--- src/rtl/tas_seq_pkg.sv ---
package tas_seq_pkg;

  typedef enum logic [1:0] {
    OP_CW0  = 2'd0,
    OP_CW1  = 2'd1,
    OP_UW0  = 2'd2,
    OP_READ = 2'd3
  } op_e;

  typedef enum logic [1:0] {
    PH_IDLE  = 2'd0,
    PH_HEAT  = 2'd1,
    PH_FIELD = 2'd2,
    PH_COOL  = 2'd3
  } phase_e;

  typedef struct packed {
    logic [7:0] heat;
    logic [7:0] f1;
    logic [7:0] f2;
  } drive_t;

  // Millivolts to an 8-bit code with a given step size.
  function automatic logic [7:0] mv_code(input int unsigned mv, input int unsigned lsb_mv);
    return 8'(mv / lsb_mv);
  endfunction

  // Keep a code inside [lo, hi].
  function automatic logic [7:0] clamp_code(input logic [7:0] c, input logic [7:0] lo,
                                            input logic [7:0] hi);
    if (c < lo) return lo;
    if (c > hi) return hi;
    return c;
  endfunction

endpackage

--- src/rtl/tas_phase_timer.sv ---
module tas_phase_timer #(
  parameter int PULSE_CYC = 3
) (
  input  logic clk,
  input  logic rst_n,
  input  logic run_i,
  output logic last_o
);
  localparam int CNT_W = (PULSE_CYC < 2) ? 1 : $clog2(PULSE_CYC);

  logic [CNT_W-1:0] cnt_q;

  assign last_o = run_i && (cnt_q == CNT_W'(PULSE_CYC - 1));

  always_ff @(posedge clk or negedge rst_n) begin
    if (!rst_n)                cnt_q <= '0;
    else if (!run_i || last_o) cnt_q <= '0;
    else                       cnt_q <= cnt_q + 1'b1;
  end
endmodule

--- src/rtl/tas_level_map.sv ---
module tas_level_map
  import tas_seq_pkg::*;
#(
  parameter int LSB_MV    = 20,
  parameter int UW_MIN_MV = 1000,
  parameter int UW_MAX_MV = 1800
) (
  input  op_e        op_i,
  input  phase_e     phase_i,
  input  logic [7:0] uw_heat_i,
  output drive_t     drive_o
);
  localparam logic [7:0] C_3V3  = mv_code(3300, LSB_MV);
  localparam logic [7:0] C_2V2  = mv_code(2200, LSB_MV);
  localparam logic [7:0] C_0V3  = mv_code(300, LSB_MV);
  localparam logic [7:0] C_UWLO = mv_code(UW_MIN_MV, LSB_MV);
  localparam logic [7:0] C_UWHI = mv_code(UW_MAX_MV, LSB_MV);

  logic [7:0] heat_lvl, f1_lvl, f2_lvl;

  always_comb begin
    heat_lvl = '0;
    f1_lvl   = '0;
    f2_lvl   = '0;
    unique case (op_i)
      OP_CW0: begin heat_lvl = C_2V2; f1_lvl = C_3V3; end
      OP_CW1: begin heat_lvl = C_3V3; f2_lvl = C_2V2; end
      OP_UW0: begin heat_lvl = clamp_code(uw_heat_i, C_UWLO, C_UWHI); f1_lvl = C_3V3; end
      OP_READ: heat_lvl = C_0V3;
      default: ;
    endcase
  end

  always_comb begin
    drive_o = '0;
    unique case (phase_i)
      PH_HEAT:  drive_o.heat = heat_lvl;
      PH_FIELD: begin drive_o.heat = heat_lvl; drive_o.f1 = f1_lvl; drive_o.f2 = f2_lvl; end
      PH_COOL:  begin drive_o.f1 = f1_lvl; drive_o.f2 = f2_lvl; end
      default:  ;
    endcase
  end
endmodule

--- src/rtl/tas_cell_sequencer.sv ---
module tas_cell_sequencer
  import tas_seq_pkg::*;
#(
  parameter int ROWS      = 32,
  parameter int COLS      = 32,
  parameter int PULSE_CYC = 3,
  parameter int LSB_MV    = 20,
  parameter int UW_MIN_MV = 1000,
  parameter int UW_MAX_MV = 1800,
  localparam int ADDR_W   = $clog2(ROWS * COLS)
) (
  input  logic              clk,
  input  logic              rst_n,
  input  logic              start_i,
  input  logic [1:0]        op_i,
  input  logic [ADDR_W-1:0] addr_i,
  input  logic [7:0]        uw_heat_i,
  output logic [ADDR_W-1:0] addr_o,
  output logic [7:0]        heat_code_o,
  output logic [7:0]        fld1_code_o,
  output logic [7:0]        fld2_code_o,
  output logic              heat_en_o,
  output logic              field_en_o,
  output logic              cool_en_o,
  output logic              sample_o,
  output logic              done_o,
  output logic              busy_o
);
  phase_e            phase_q;
  op_e               op_q;
  logic [ADDR_W-1:0] addr_q;
  logic [7:0]        uw_q;

  // Named internal events
  logic   phase_last;
  logic   accept;
  logic   read_op;
  logic   op_end;
  drive_t drive;

  assign accept  = (phase_q == PH_IDLE) && start_i;
  assign read_op = (op_q == OP_READ);
  assign op_end  = phase_last &&
                   ((phase_q == PH_COOL) || ((phase_q == PH_HEAT) && read_op));

  tas_phase_timer #(.PULSE_CYC(PULSE_CYC)) u_timer (
    .clk    (clk),
    .rst_n  (rst_n),
    .run_i  (phase_q != PH_IDLE),
    .last_o (phase_last)
  );

  always_ff @(posedge clk or negedge rst_n) begin
    if (!rst_n) begin
      phase_q <= PH_IDLE;
      op_q    <= OP_CW0;
      addr_q  <= '0;
      uw_q    <= '0;
    end else begin
      unique case (phase_q)
        PH_IDLE: if (accept) begin
          phase_q <= PH_HEAT;
          op_q    <= op_e'(op_i);
          addr_q  <= addr_i;
          uw_q    <= uw_heat_i;
        end
        PH_HEAT:  if (phase_last) phase_q <= read_op ? PH_IDLE : PH_FIELD;
        PH_FIELD: if (phase_last) phase_q <= PH_COOL;
        PH_COOL:  if (phase_last) phase_q <= PH_IDLE;
        default:  phase_q <= PH_IDLE;
      endcase
    end
  end

  tas_level_map #(
    .LSB_MV    (LSB_MV),
    .UW_MIN_MV (UW_MIN_MV),
    .UW_MAX_MV (UW_MAX_MV)
  ) u_map (
    .op_i      (op_q),
    .phase_i   (phase_q),
    .uw_heat_i (uw_q),
    .drive_o   (drive)
  );

  assign addr_o      = addr_q;
  assign heat_code_o = drive.heat;
  assign fld1_code_o = drive.f1;
  assign fld2_code_o = drive.f2;
  assign heat_en_o   = (phase_q == PH_HEAT);
  assign field_en_o  = (phase_q == PH_FIELD);
  assign cool_en_o   = (phase_q == PH_COOL);
  assign sample_o    = heat_en_o && read_op && phase_last;
  assign done_o      = op_end;
  assign busy_o      = (phase_q != PH_IDLE);
endmodule

--- config.mk ---
export PLATFORM = sky130hd
export DESIGN_NAME = tas_cell_sequencer
export DESIGN_NICKNAME = d
export VERILOG_FILES = /design/src/rtl/tas_seq_pkg.sv /design/src/rtl/tas_phase_timer.sv /design/src/rtl/tas_level_map.sv /design/src/rtl/tas_cell_sequencer.sv
export SDC_FILE = /design/constraint.sdc
export NUM_CORES = 1
export LEC_CHECK = 0
export ABC_AREA = 0
export BUFFER_PORTS_ARGS = -buffer_cell sky130_fd_sc_hd__buf_2
export CAP_MARGIN = 20
export CORE_UTILIZATION = 41
export DETAILED_ROUTE_END_ITERATION = 12
export PLACE_DENSITY = 0.73
export SLEW_MARGIN = 40
export SYNTH_ARGS = -nofsm -noshare
export SYNTH_HDL_FRONTEND = slang
export SYNTH_SLANG_ARGS = --single-unit
--- constraint.sdc ---
create_clock -name clk -period 1.36 [get_ports clk]
set_input_delay 0.068 -clock clk [delete_from_list [all_inputs] [get_ports clk]]
set_output_delay 0.068 -clock clk [all_outputs]
set_load 0.01 [all_outputs]
## Yosys cells after proc, flatten, opt, wreduce, memory -nomap -nowiden

Index checks and enable logic that the tools add are counted.

| operators by class | value |
|---|---|
| add/sub/neg operators | 1 |
| order comparisons | 2 |
| eq/ne operators | 11 |
| muxes and demuxes | 21 |
| reductions and logical operators | 16 |

Operators with widths:

| kind | number |
|---|---|
| two-way mux 8 bit | 6 |
| case mux 8 bit (4 select lines) | 1 |
| two-way mux 16 bit | 1 |
| two-way mux 2 bit | 6 |
| == test 2 bit, second input constant | 5 |
| > comparator 8 x 7 -> 1 bit, second input constant | 1 |
| less-than comparator 8 x 6 -> 1 bit, second input constant | 1 |
| case mux 2 bit (4 select lines) | 1 |
| two-way mux 7 bit | 1 |
| inequality test 2 x 1 -> 1 bit, second input constant | 3 |
| OR reduction 2 bit | 3 |
| logical AND 1 bit | 5 |
| two-way mux 1 bit | 5 |
| == test 2 x 1 -> 1 bit, second input constant | 2 |
| logical NOT 2 bit | 2 |
| AND reduction 4 bit | 1 |
| adder 2 x 1 -> 2 bit, second input constant | 1 |
| logical OR 1 bit | 2 |
| inequality test 2 bit, second input constant | 1 |
| AND reduction 2 bit | 1 |
| nonzero test 2 bit | 1 |
| logical NOT 1 bit | 1 |

| storage, ports and cells | value |
|---|---|
| bits in registers | 24 |
| input bits | 23 |
| output and inout port bits | 40 |
| logic and storage cells | 56 |

## Longest topological paths before layout

| depth | value |
|---|---|
| word-level depth | 9 |
| depth in mapped cells | 6 |
| depth with buffers taken out | 6 |

## Modules after synthesis

Synthesis repeated with hierarchy kept, for this count alone.

| unflattened totals | value |
|---|---|
| cell total of the unflattened synthesis | 116 |
| area total of the unflattened synthesis | 1430.1 sq um |

Modules (own cells, without submodules):

| module | times used | cells each | area each (sq um) | seq. area each (sq um) |
|---|---|---|---|---|
| tas_cell_sequencer | 1 | 59 | 996.0 | 550.5 |
| tas_level_map | 1 | 50 | 336.6 | 0.0 |
| tas_phase_timer | 1 | 7 | 97.6 | 50.0 |

## Worst setup path after synthesis

No wires, ideal clock.

| timing path | value |
|---|---|
| path type | register -> output |
| start | register phase_q[0] |
| end | output heat_code_o[6] |
| arrival | 1462 ps |
| data required time | 1292 ps |
| slack | -170 ps |
| cell stages (with the launch flop) | 6 |
| path through | dfrtp_1 -> inv_1 -> ha_1 -> clkbuf_1 -> nor2b_1 -> a21boi_0 |

| between the ends | value |
|---|---|
| longest elaborated chain between the ends | 3 |
| elaborated cells on any way between the ends | 4 |
| those cells by class | eq/ne (2); mux (1); reduce/logical (1) |

RTL lines:

| element | line | source |
|---|---|---|
| start: declaration | tas_cell_sequencer.sv:29 | `phase_e phase_q;` |
| start signal: assignment | tas_cell_sequencer.sv:67 | `PH_HEAT: if (phase_last) phase_q <= read_op ? PH_IDLE : PH_FIELD;` |
| == test 2 x 1 -> 1 bit or == test 2 bit (tied branches) | tas_level_map.sv:36 | `unique case (phase_i)` |
| OR reduction 2 bit (no source line) (*) | - |  |
| two-way mux 8 bit (*) | tas_level_map.sv:36 |  |
| end: declaration | tas_cell_sequencer.sv:19 | `output logic [7:0] heat_code_o,` |

Every way passes the cells marked *; elsewhere a longest branch is shown, timed or not.

## Worst setup path in the final report

| timing path | value |
|---|---|
| start | register uw_q[6] |
| end | output heat_code_o[4] |

| between the ends | value |
|---|---|
| longest elaborated chain between the ends | 8 |
| elaborated cells on any way between the ends | 12 |
| those cells by class | order compare (2); mux (10) |

RTL lines:

| element | line | source |
|---|---|---|
| start: declaration | tas_cell_sequencer.sv:32 | `logic [7:0] uw_q;` |
| start signal: assignment | tas_cell_sequencer.sv:65 | `uw_q <= uw_heat_i;` |
| > comparator 8 x 7 -> 1 bit | tas_seq_pkg.sv:32 | `if (c > hi) return hi;` |
| two-way mux 1 bit (2 in a row) | tas_seq_pkg.sv:32 |  |
| two-way mux 1 bit | tas_level_map.sv:25 | `unique case (op_i)` |
| two-way mux 8 bit | tas_seq_pkg.sv:33 | `return c;` |
| two-way mux 8 bit (*) | tas_seq_pkg.sv:32 |  |
| case mux 8 bit (4 select lines) (*) | tas_level_map.sv:25 |  |
| two-way mux 8 bit (*) | tas_level_map.sv:36 |  |

Every way passes the cells marked *; elsewhere a longest branch is shown, timed or not. The select of a mux whose other input is x is not followed.

==> impl_metrics.yaml <==
synth:
  yosysSeqAreaShare_pct: 45.6
  synth_cell_types: 28
  yosys_warnings: 0
  async_reset_ff_share_pct: 100
  synthCells: 122
  synth.avg_cell_area_sq_um: 10.8
  ys_ff_latch: 24
  synthFlopType: "dfrtp_1"
  synth_edf_count: 0
  synth_area_sq_um: 1320
clock_network:
  clockBufferDepth: 2
  cts_tree: "built"
  cts.sinks: 24
  clkLatencyLatePin_ps: 320
  cts-root-buf: "clkbuf_4"
  numCtsBuffers: 3
  htree_levels: 1
  cts.clk_slew.worst_paths_ps: 140
critical_path:
  r2r_cells: 8
  crit_path_end_kind: "output pin"
  crit_required_ps: 1290
  cp_max_fo: 5
  arrival_ps: 1790
  ff2ff_setup_slack_ps: -250
  reg2reg_from: "phase_q[0]$_DFFE_PN0P_"
  cp-start-kind: "flop"
  regToRegEndpoint: "phase_q[0]$_DFFE_PN0P_"
  cp-startpoint: "uw_q[6]$_DFFE_PN0P_"
  path_class: "flop to output pin"
job:
  max-cap-violations: 0
cells_and_area:
  final_cells: 266
  fillers: 182
  n_antenna_cell: 0
  final_util_pct: 79.3
  syn2layout_area_growth_pct: 83.8
  finalNetCount: 252
  drive_above_1_share_pct: 62.2
  postLayoutCellArea_sq_um: 2420
timing:
  setup_tns_ps: -7830
  fin_crit_ps: 1850
  max_freq_mhz: 539
  tightest_slew_ps: 539
  setup_slack_ps: -495
  slew_headroom_pct: 64.1
  grt_setup_unrepaired: "true"
  fin_crit_sh_pct: 136
  setup_viol: 44
  hold_viol: 0
  fin_skew_ps: 7.54
  finalMaxSlewViolations: 0
global_route:
  grt_pass1_vias: 1259
  grt_max_degree: 25
  antenna_found_initial: 0
  overflow: 0
  grt_first_pass_wirelength_microns: 5920
  grtUsageTotal_pct: 22.8
floorplan:
  pin_count: 63
  core.rowCount: 20
  start_util_pct: 43.1
  core-area_sq_um: 3050
  die_w_microns: 58.7
  dieHeight_microns: 58.7
  die_area_sq_um: 3440
detailed_routing:
  wire_per_inst_microns: 15.1
  routed_wirelength_microns: 4020
  postRouteAntennaNets: 0
  drt_iter0_drc: 59
  drtPass1Iterations: 4
  drcViolationCount: 0
  avgViaCountPerCell: 4.93
  vias: 1312
run_status:
  violations: "negative setup slack"
  outcome: "finished with violations"
pwr:
  switchingPower_mw: 2.49
  p_leak_nw: 1.16
  pwr-share-clk_pct: 8.3
  switching_share_pct: 39.3
  power_frac_comb_pct: 68.9
  totalPowerFinal_mw: 6.34
  ir_drop_mv: 1.25
  p_per_area_nw_per_um2: 2620
  intPower_mw: 3.85
  p_seq_share_pct: 22.8
place:
  dp_cells: 225
  detailed_place_hpwl_microns: 2170
  place_area_sq_um: 1730
  port_buffers: 55
  gp_congestion: 0.813
hold_path:
  hold_path_class: "input pin to async pin"
[registers in the layout (all words and copies together) (netlist names), named ones only]
| register | flops |
|---|---|
| addr_o | 10 |
| op_q | 2 |
| phase_q | 1 |
| u_timer.cnt_q | 2 |
| uw_q | 8 |
[cells in the mapped netlist, drive strengths merged, types with 2 or more instances]
library cell	instances	area [sq um]
mux2	20	225
nor3	3	15.0
inv	6	22.5
buf	16	115
nand3	5	25.0
nand2	7	26.3
nor2	9	33.8
dfrtp	24	601
o21ai	4	20.0
ha	6	75.1
o211a	2	20.0
a21oi	4	20.0
clkbuf	2	7.51
[cells by family (layout without fill, tap and decap cells)]
family / after synthesis / after routing / share of synthesized area (%)
simple gates: 26 / 26 / 8.56
flops: 24 / 24 / 45.6
buf+inv: 24 / 118 / 11.0
mux: 21 / 21 / 17.9
compound gates: 19 / 19 / 10.3
fa+ha+maj: 6 / 6 / 5.70
other cells: 1 / 7 / 0.285
xor+xnor: 1 / 1 / 0.666
[worst max path at each step]
stage                           to  slack (ps)  cells past startpoint
floorplan                     flop          -1                      6
global placement    heat_code_o[3]         -80                      5
detailed placement            flop        -110                      6
CTS                 heat_code_o[4]        -470                      5
global route        heat_code_o[4]        -560                      5
finish              heat_code_o[4]        -490                      4
[layout make-up]
class / count / area (sq um) / area share, %
Inverter: 6 / 30.0 / 1.24
Tap cell: 44 / 55.1 / 2.28
Timing Repair Buffer: 108 / 902 / 37.3
Clock buffer: 3 / 22.5 / 0.931
Sequential cell: 24 / 603 / 24.9
Multi-Input combinational cell: 80 / 777 / 32.1
Clock inverter: 1 / 30.0 / 1.24
[placed cells by master (no fill, tap or decap), types with 5 or more instances in the layout]
cell type	n
nand2_1	6
mux2_2	16
buf_6	25
buf_4	18
buf_2	41
conb_1	7
dlygate4sd3_1	21
dfrtp_1	22
nor2_1	5
[metal layers]
layer	track usage, %	vias up	share of wire, %
met2	42.5	65	53
met4	3.74	0	1.8
met3	3.30	10	5.8
met1	28.3	627	40
li1	-	610	-
met5	0	-	0
[power by group through the flow]
stage	clock [mW]	combinational, mW	sequential (mW)
2_1_floorplan	0	1.81	1.43
3_3_place_gp	0	2.75	1.39
3_5_place_dp	0	2.83	1.42
4_1_cts	0.517	3.63	1.39
5_1_grt	0.558	4.67	1.49
6_report	0.525	4.37	1.45
[critical path, stage by stage, from the launching register on]
cell and delay, ps:
dfrtp_1 450, nand3_2 100, o41a_1 460, o311a_1 320, buf_2 140
[what timing repair did]
item | CTS | global route
setup endpoints to repair | 43 | 45
pin swaps | 11 | 10
hold buffers | 19 | 2
resized for setup | 34 | 26
cloned | 0 | 3
endpoints found under the hold margin | 42 | 2
setup buffers | 6 | 7
[metrics by stage]
stage | hold WS, ps | setup slack (ps)
after floorplan | -228 | -1.10
after global placement | 60.7 | -82.0
after detailed placement | 73.8 | -109
after CTS | 2.18 | -466
after global routing | 277 | -560
final | 258 | -495
Power figures use the tool's default switching activity.
